===== config.mk =====
export PLATFORM = sky130hd
export DESIGN_NAME = moesi_pair_ctrl
export DESIGN_NICKNAME = d
export VERILOG_FILES = /design/src/rtl/moesi_pkg.sv /design/src/rtl/moesi_ctrl.sv /design/src/rtl/moesi_dp.sv /design/src/rtl/moesi_pair_ctrl.sv
export SDC_FILE = /design/constraint.sdc
export NUM_CORES = 1
export LEC_CHECK = 0
export BUFFER_PORTS_ARGS = -buffer_cell sky130_fd_sc_hd__buf_4
export CORE_MARGIN = 10
export CORE_UTILIZATION = 58
export CTS_CLUSTER_DIAMETER = 100
export DETAILED_ROUTE_END_ITERATION = 12
export PLACE_DENSITY = 0.82
export SETUP_SLACK_MARGIN = 0.2
export SYNTH_ARGS = -nofsm -noshare
export SYNTH_HDL_FRONTEND = slang
export SYNTH_SLANG_ARGS = --single-unit

===== constraint.sdc =====
create_clock -name clk -period 3 [get_ports clk]
set_input_delay 0.9 -clock clk [delete_from_list [all_inputs] [get_ports clk]]
set_output_delay 0.9 -clock clk [all_outputs]
set_load 0.02 [all_outputs]

===== src/rtl/moesi_pkg.sv =====
package moesi_pkg;

  parameter int unsigned MEM_BLOCKS = 2;
  localparam int unsigned ADDR_W = (MEM_BLOCKS > 1) ? $clog2(MEM_BLOCKS) : 1;
  localparam int unsigned NUM_CORES = 2;
  localparam int unsigned CORE_W = 1;
  localparam int unsigned STATE_W = 3;

  typedef enum logic [STATE_W-1:0] {
    ST_I = 3'd0,
    ST_S = 3'd1,
    ST_E = 3'd2,
    ST_O = 3'd3,
    ST_M = 3'd4
  } lineState_e;

  // strobes from control to datapath for one request
  typedef struct packed {
    logic [NUM_CORES-1:0]              lineWe;
    lineState_e [NUM_CORES-1:0]        nextState;
    logic [NUM_CORES-1:0]              tagWe;
    logic [ADDR_W-1:0]                 newTag;
    logic                              cleanWe;
    logic [ADDR_W-1:0]                 cleanAddr;
    logic                              dirtyWe;
    logic [ADDR_W-1:0]                 dirtyAddr;
  } strobe_t;

endpackage


===== src/rtl/moesi_ctrl.sv =====
module moesi_ctrl
  import moesi_pkg::*;
(
  input  logic                                reqValid,
  input  logic [CORE_W-1:0]                   reqCore,
  input  logic                                reqWrite,
  input  logic [ADDR_W-1:0]                   reqAddr,
  input  lineState_e [NUM_CORES-1:0]          curState,
  input  logic [NUM_CORES-1:0][ADDR_W-1:0]    curTag,
  output strobe_t                             stb
);

  logic [CORE_W-1:0] me;
  logic [CORE_W-1:0] ot;
  logic meHit;
  logic otHit;
  logic victimDirty;
  logic otSupplies;

  assign me = reqCore;
  assign ot = reqCore ^ 1'b1;

  assign meHit = (curState[me] != ST_I) && (curTag[me] == reqAddr);
  assign otHit = (curState[ot] != ST_I) && (curTag[ot] == reqAddr);
  assign victimDirty = !meHit && ((curState[me] == ST_M) || (curState[me] == ST_O));
  assign otSupplies = otHit && (curState[ot] != ST_S);

  always_comb begin
    stb = '0;
    stb.nextState = curState;
    stb.newTag = reqAddr;
    stb.dirtyAddr = reqAddr;
    stb.cleanAddr = curTag[me];
    if (reqValid) begin
      // replacement of a dirty line writes the old block back
      stb.cleanWe = victimDirty;
      if (!reqWrite) begin
        if (!meHit) begin
          stb.lineWe[me] = 1'b1;
          stb.tagWe[me] = 1'b1;
          if (otHit) begin
            stb.nextState[me] = ST_S;
            if (otSupplies) begin
              stb.lineWe[ot] = 1'b1;
              stb.nextState[ot] = ST_O;
            end
          end else begin
            stb.nextState[me] = ST_E;
          end
        end
      end else begin
        if (!(meHit && (curState[me] == ST_M))) begin
          stb.lineWe[me] = 1'b1;
          stb.nextState[me] = ST_M;
          stb.tagWe[me] = !meHit;
          stb.dirtyWe = 1'b1;
        end
        if (otHit) begin
          stb.lineWe[ot] = 1'b1;
          stb.nextState[ot] = ST_I;
        end
      end
    end
  end

endmodule


===== src/rtl/moesi_dp.sv =====
module moesi_dp
  import moesi_pkg::*;
(
  input  logic                                clk,
  input  logic                                rstN,
  input  strobe_t                             stb,
  output lineState_e [NUM_CORES-1:0]          curState,
  output logic [NUM_CORES-1:0][ADDR_W-1:0]    curTag,
  output logic [MEM_BLOCKS-1:0]               memClean
);

  for (genvar c = 0; c < NUM_CORES; c++) begin : g_line
    lineState_e stReg;
    logic [ADDR_W-1:0] tagReg;

    always_ff @(posedge clk) begin
      if (!rstN) begin
        stReg <= ST_I;
        tagReg <= '0;
      end else begin
        if (stb.lineWe[c]) stReg <= stb.nextState[c];
        if (stb.tagWe[c]) tagReg <= stb.newTag;
      end
    end

    assign curState[c] = stReg;
    assign curTag[c] = tagReg;
  end

  for (genvar b = 0; b < MEM_BLOCKS; b++) begin : g_mem
    logic cleanReg;
    logic hitClean;
    logic hitDirty;

    assign hitClean = stb.cleanWe && (stb.cleanAddr == ADDR_W'(b));
    assign hitDirty = stb.dirtyWe && (stb.dirtyAddr == ADDR_W'(b));

    always_ff @(posedge clk) begin
      if (!rstN) begin
        cleanReg <= 1'b1;
      end else if (hitDirty) begin
        cleanReg <= 1'b0;
      end else if (hitClean) begin
        cleanReg <= 1'b1;
      end
    end

    assign memClean[b] = cleanReg;
  end

endmodule


===== src/rtl/moesi_pair_ctrl.sv =====
module moesi_pair_ctrl
  import moesi_pkg::*;
(
  input  logic                      clk,
  input  logic                      rstN,
  input  logic                      reqValid,
  input  logic                      reqCore,
  input  logic                      reqWrite,
  input  logic [ADDR_W-1:0]         reqAddr,
  output logic [STATE_W-1:0]        stateCore0,
  output logic [STATE_W-1:0]        stateCore1,
  output logic [ADDR_W-1:0]         tagCore0,
  output logic [ADDR_W-1:0]         tagCore1,
  output logic [MEM_BLOCKS-1:0]     memUpToDate
);

  strobe_t stb;
  lineState_e [NUM_CORES-1:0] curState;
  logic [NUM_CORES-1:0][ADDR_W-1:0] curTag;

  moesi_ctrl i_ctrl (
    .reqValid (reqValid),
    .reqCore  (reqCore),
    .reqWrite (reqWrite),
    .reqAddr  (reqAddr),
    .curState (curState),
    .curTag   (curTag),
    .stb      (stb)
  );

  moesi_dp i_dp (
    .clk      (clk),
    .rstN     (rstN),
    .stb      (stb),
    .curState (curState),
    .curTag   (curTag),
    .memClean (memUpToDate)
  );

  assign stateCore0 = curState[0];
  assign stateCore1 = curState[1];
  assign tagCore0 = curTag[0];
  assign tagCore1 = curTag[1];

endmodule


Word-level counts from Yosys, hierarchy flattened
Cells that the tools add are included.
{"block": "totals", "reg_bits": 10, "wordCells": 89, "ramBits": 0, "memories": 0, "input_bits": 6, "latchBits": 0, "mem_bits_ro": 0}
{"block": "op_classes", "mux": 34, "n_bitwise": 20, "shift": 0, "addsub": 0, "n_eq_ne": 6, "n_reduce_logical": 19, "div_mod_pow": 0, "mul": 0, "magnitude_cmp": 4}
{"op": "10-bit two-way mux", "count": 6}
{"op": "3-bit two-way mux", "count": 6}
{"op": "8-bit two-way mux", "count": 2}
{"op": "1-bit two-way mux", "count": 14}
{"op": "4-bit AND", "count": 3}
{"op": "4-bit inverter", "count": 3}
{"op": "1-bit logical AND", "count": 11}
{"op": "2-bit OR", "count": 5}
{"op": "6-bit AND", "count": 1}
{"op": "3-bit demux with 1-bit select", "count": 2}
{"op": "6-bit two-way mux", "count": 1}
{"op": "6-bit inverter", "count": 1}
{"op": "3-bit AND reduction", "count": 2}
{"op": "3-bit nonzero test", "count": 2}
{"op": "2-bit AND", "count": 2}
{"op": "1-bit by 2-bit less-than comparator with 1-bit output, second input constant", "count": 2}
{"op": "4-bit OR", "count": 1}
{"op": "2-bit nonzero test", "count": 2}
{"op": "3-bit by 2-bit equality test with 1-bit output, second input constant", "count": 1}
{"op": "3-bit equality test, second input constant", "count": 1}
{"op": "3-bit by 1-bit inequality test with 1-bit output, second input constant", "count": 1}
{"op": "1-bit inverter", "count": 3}
{"op": "1-bit demux with 1-bit select", "count": 2}
{"op": "1-bit equality test", "count": 2}
{"op": "6 further kinds", "count": 7}

Longest topological paths before layout
{"block": "depth", "ltp_word": 14, "depth_mapped": 7, "mapped_depth_nobuf": 6}

Hierarchy
Synthesis repeated with hierarchy kept, for this count alone.
{"block": "unflattened", "hier_cells": 117, "hier_area_um2": 924.6}
{"mod": "moesi_ctrl", "cells_per_inst": 79, "seq_area_each_um2": 0.0, "area_each_um2": 518.0, "n_inst": 1}
{"mod": "moesi_dp", "cells_per_inst": 38, "seq_area_each_um2": 200.2, "area_each_um2": 406.6, "n_inst": 1}

Worst setup path after synthesis
No wires, ideal clock.
{"block": "synth_path", "kind": "input -> register", "from": "in reqCore", "to": "reg i_dp.g_line[1].stReg[1]", "required_ps": 2883, "slack_ps": 652, "arrival_time_ps": 2230, "cell_stages": 7, "path_cell_list": "buf_6 mux2i_4 xnor2_4 nor2_2 a311oi_4 o21ai_2 a32o_1"}
{"block": "synth_between", "elab_chain_len": 13}
{"element": "start: declaration", "line": "moesi_pair_ctrl.sv:7", "rtl": "input logic reqCore,"}
{"element": "branches (longest 13 deep; another with 1-bit by 2-bit less-than comparator with 1-bit output)"}
{"element": "end signal: assignment", "line": "moesi_dp.sv:21", "rtl": "if (stb.lineWe[c]) stReg <= stb.nextState[c];"}
{"element": "end: declaration", "line": "moesi_dp.sv:13", "rtl": "lineState_e stReg;"}
Parallel ways; which one is timed is not known. The select of a mux whose other input is x is not followed.
A chain may end at the register's enable or synchronous reset.

Worst setup path in the final report
Same ends and word-level chain as after synthesis.

==> results.sh <==
export IMPL_grt_pass1_wl_mm=3.53
export IMPL_post_cts_buffers=0
export IMPL_drive_gt1_share_pct=25.9
export IMPL_grt_pass1_vias=786
export IMPL_die_w_um=58.9
export IMPL_timing_final_crit_share_pct=79.7
export IMPL_drtIter0Drc=26
export IMPL_tightest_slew_ns=0.518
export IMPL_vdd_ir_drop_max_mv=0.279
export IMPL_area_growth_pct=10.6
export IMPL_fp_dieH_um=58.9
export IMPL_path_clk_slew_ns=0.06
export IMPL_vias=844
export IMPL_yosys_area_share_simple_pct=22.4
export IMPL_cts_tree="built"
export IMPL_vias_per_cell=6.44
export IMPL_status="complete, no violations"
export IMPL_syn_inst=108
export IMPL_ios=16
export IMPL_num_rows=13
export IMPL_synth_cell_types=45
export IMPL_critPathLaunchType="input pin"
export IMPL_yosysSeqAreaShare_pct=22.9
export IMPL_gr_total_overflow=0
export IMPL_synth_adder_area_share_pct=0
export IMPL_wl_per_cell_um=15.8
export IMPL_synthMuxAreaShare_pct=7.43
export IMPL_synth_compound_area_share_pct=32.6
export IMPL_clock_skew_ns=0.00563
export IMPL_first_pass_iters=4
export IMPL_fin_crit_ns=2.39
export IMPL_p_leak_uw=0.000357
export IMPL_synth_edf_count=0
export IMPL_crit_arrival_ns=2.55
export IMPL_worst_path_buf_inv=1
export IMPL_coreArea_um2=1370
export IMPL_synth_main_ff_cell="dfxtp_1"
export IMPL_clock_path_buffers=2
export IMPL_power_density_nw_per_um2=388
export IMPL_synth_xor_area_share_pct=5.14
export IMPL_cp_top_family="compound AO/OA/AOI/OAI gates"
export IMPL_ctsRootBufferMaster="clkbuf_4"
export IMPL_grt_max_degree=27
export IMPL_hold_slack_ns=0.493
export IMPL_setup_tns_ns=0
export IMPL_io_buffers=15
export IMPL_cp_end_kind="flip-flop"
export IMPL_ant_nets=0
export IMPL_antenna_cells=0
export IMPL_drc=0
export IMPL_crit_path_top_delay_cell="mux2i_4"
export IMPL_cts_sinks=10
export IMPL_htreeDepth=1
export IMPL_antenna_found_initial=0
export IMPL_n_fill_cell=125
export IMPL_async_flop_share_pct=0
export IMPL_rsz0062_at_grt="no"
export IMPL_cts_resized=0
export IMPL_critical_path_max_stage_delay_ns=0.36
export IMPL_max_freq_mhz=418
export IMPL_cts_buffers=3
export IMPL_yosys_warnings=0
export IMPL_slew_violations=0
export IMPL_initial_core_util_pct=64.1
export IMPL_crit_chain="buf_4 > mux2i_4 > xnor2_4 > nor2_2 > a311oi_4 > o21ai_2 > a32o_1"
export IMPL_synth_seq_cells=10
export IMPL_finalNetCount=124
export IMPL_synth_top_family_by_area="compound AO/OA/AOI/OAI gates"
export IMPL_place_congestion=0.913
export IMPL_syn_nets=114
export IMPL_clock_latency_ns=0.27
export IMPL_path_max_fanout=26
export IMPL_hp_class="reg -> reg"
export IMPL_hpwl_mm=1.57
export IMPL_syn_avg_cell_area_um2=8.11
export IMPL_hold_buffers=0
export IMPL_slew_headroom_pct=64.6
export IMPL_syn_area_um2=876
export IMPL_required_ns=3.16
export IMPL_maxCapViolCount=0
export IMPL_dieArea_um2=3460
export IMPL_setup_viol=0
export IMPL_hold_violations=0
export IMPL_grt_usage_pct=12.6
export IMPL_wl_mm=2.07
export IMPL_path_class="in -> reg"
## cells by family after synthesis
logic type             Yosys count
AND/OR/NAND/NOR                 40
AO/OA/AOI/OAI                   35
buffers and inverters           16
flip-flops                      10
multiplexers                     4
XOR/XNOR                         3
## placed cells by master, fill, tap and decap left out, types with 2 or more instances in the layout
cell type / instances
mux2i_1: 2
a31oi_1: 2
nor3_1: 6
o221ai_1: 2
nand3_1: 2
or3_4: 2
inv_1: 6
o2111ai_1: 2
clkbuf_4: 3
dfxtp_1: 10
o21ai_0: 4
nand2_1: 12
nor2_2: 2
a311oi_1: 2
buf_4: 15
nor2_1: 12
a211oi_1: 2
a21oi_1: 4
mux2i_4: 2
o32ai_1: 2
a2111oi_0: 2
## worst reg2reg max path: stages (launching register included)
cell	delay, ns
dfxtp_1	0.37
or3_4	0.45
mux2i_4	0.22
nor2_2	0.11
a2111oi_0	0.44
nand3_1	0.14
o21ai_1	0.10
## cells in the mapped netlist (2+ instances only)
master	instances	area, um2
mux2i_4	2	45.0
inv_1	6	22.5
dfxtp_1	10	200
o221ai_1	2	17.5
nand3_1	2	10.0
buf_2	2	10.0
clkbuf_2	2	10.0
a21oi_1	4	20.0
nor2_2	2	12.5
nor2_1	12	45.0
a2111oi_0	2	17.5
a311oi_1	2	17.5
o32ai_1	2	17.5
o2111ai_1	2	17.5
buf_4	3	22.5
or3_4	2	22.5
nand2_1	12	45.0
mux2i_1	2	20.0
a211oi_1	2	15.0
o21ai_0	4	20.0
nor3_1	6	30.0
a31oi_1	2	12.5
## path summary, 6_finish.rpt
path / startpoint / end / slack, ns / cells after the start
worst max-delay path: reqCore / i_dp.g_line[1].stReg[1] / 0.61 / 7
worst min-delay path: i_dp.g_mem[1].cleanReg / i_dp.g_mem[1].cleanReg / 0.49 / 2
worst max register to register: i_dp.g_line[0].stReg[2] / i_dp.g_line[1].stReg[0] / 1.09 / 6
worst min register to register: i_dp.g_mem[1].cleanReg / i_dp.g_mem[1].cleanReg / 0.49 / 2
## power by group
part	internal, uW	switching, uW	total, uW
logic	53.9	75.0	129
registers	140	12.5	153
clock network	46.4	47.4	93.8
total	241	135	376
## flip-flops by register name, summed over array words and instances, names as in the netlist
register	cells
i_dp.g_line.stReg	6
i_dp.g_line.tagReg	2
i_dp.g_mem.cleanReg	2
## per-layer routing
metal	vias to the layer above	wire length, um	track usage (%)
met3	7	160	3.00
met5	-	0	0
met2	33	935	19.2
li1	419	-	-
met1	385	928	15.9
met4	0	49	6.89
## layout make-up
| class | instances | area (um2) | area share [%] |
|---|---|---|---|
| inverter | 6 | 22.5 | 2.33 |
| clock buffer | 3 | 22.5 | 2.33 |
| sequential | 10 | 200 | 20.7 |
| tap | 15 | 18.8 | 1.94 |
| timing repair buffer | 15 | 113 | 11.6 |
| multi-input combinational | 82 | 592 | 61.1 |
## through the flow
| stage | utilization (%) | setup WS, ns | cells | cell area (um2) | power [uW] |
|---|---|---|---|---|---|
| 2_1_floorplan | - | 0.652 | 108 | 876 | 256 |
| 6_report | 70.9 | 0.610 | 131 | 968 | 376 |
| 3_5_place_dp | 69.2 | 0.335 | 128 | 946 | 284 |
| 3_3_place_gp | 69.2 | 0.402 | 128 | 946 | 282 |
| 5_1_grt | 70.9 | 0.491 | 131 | 968 | 394 |
| 4_1_cts | 70.9 | 0.616 | 131 | 968 | 376 |
No activity file was read; power rests on OpenSTA's default activity.
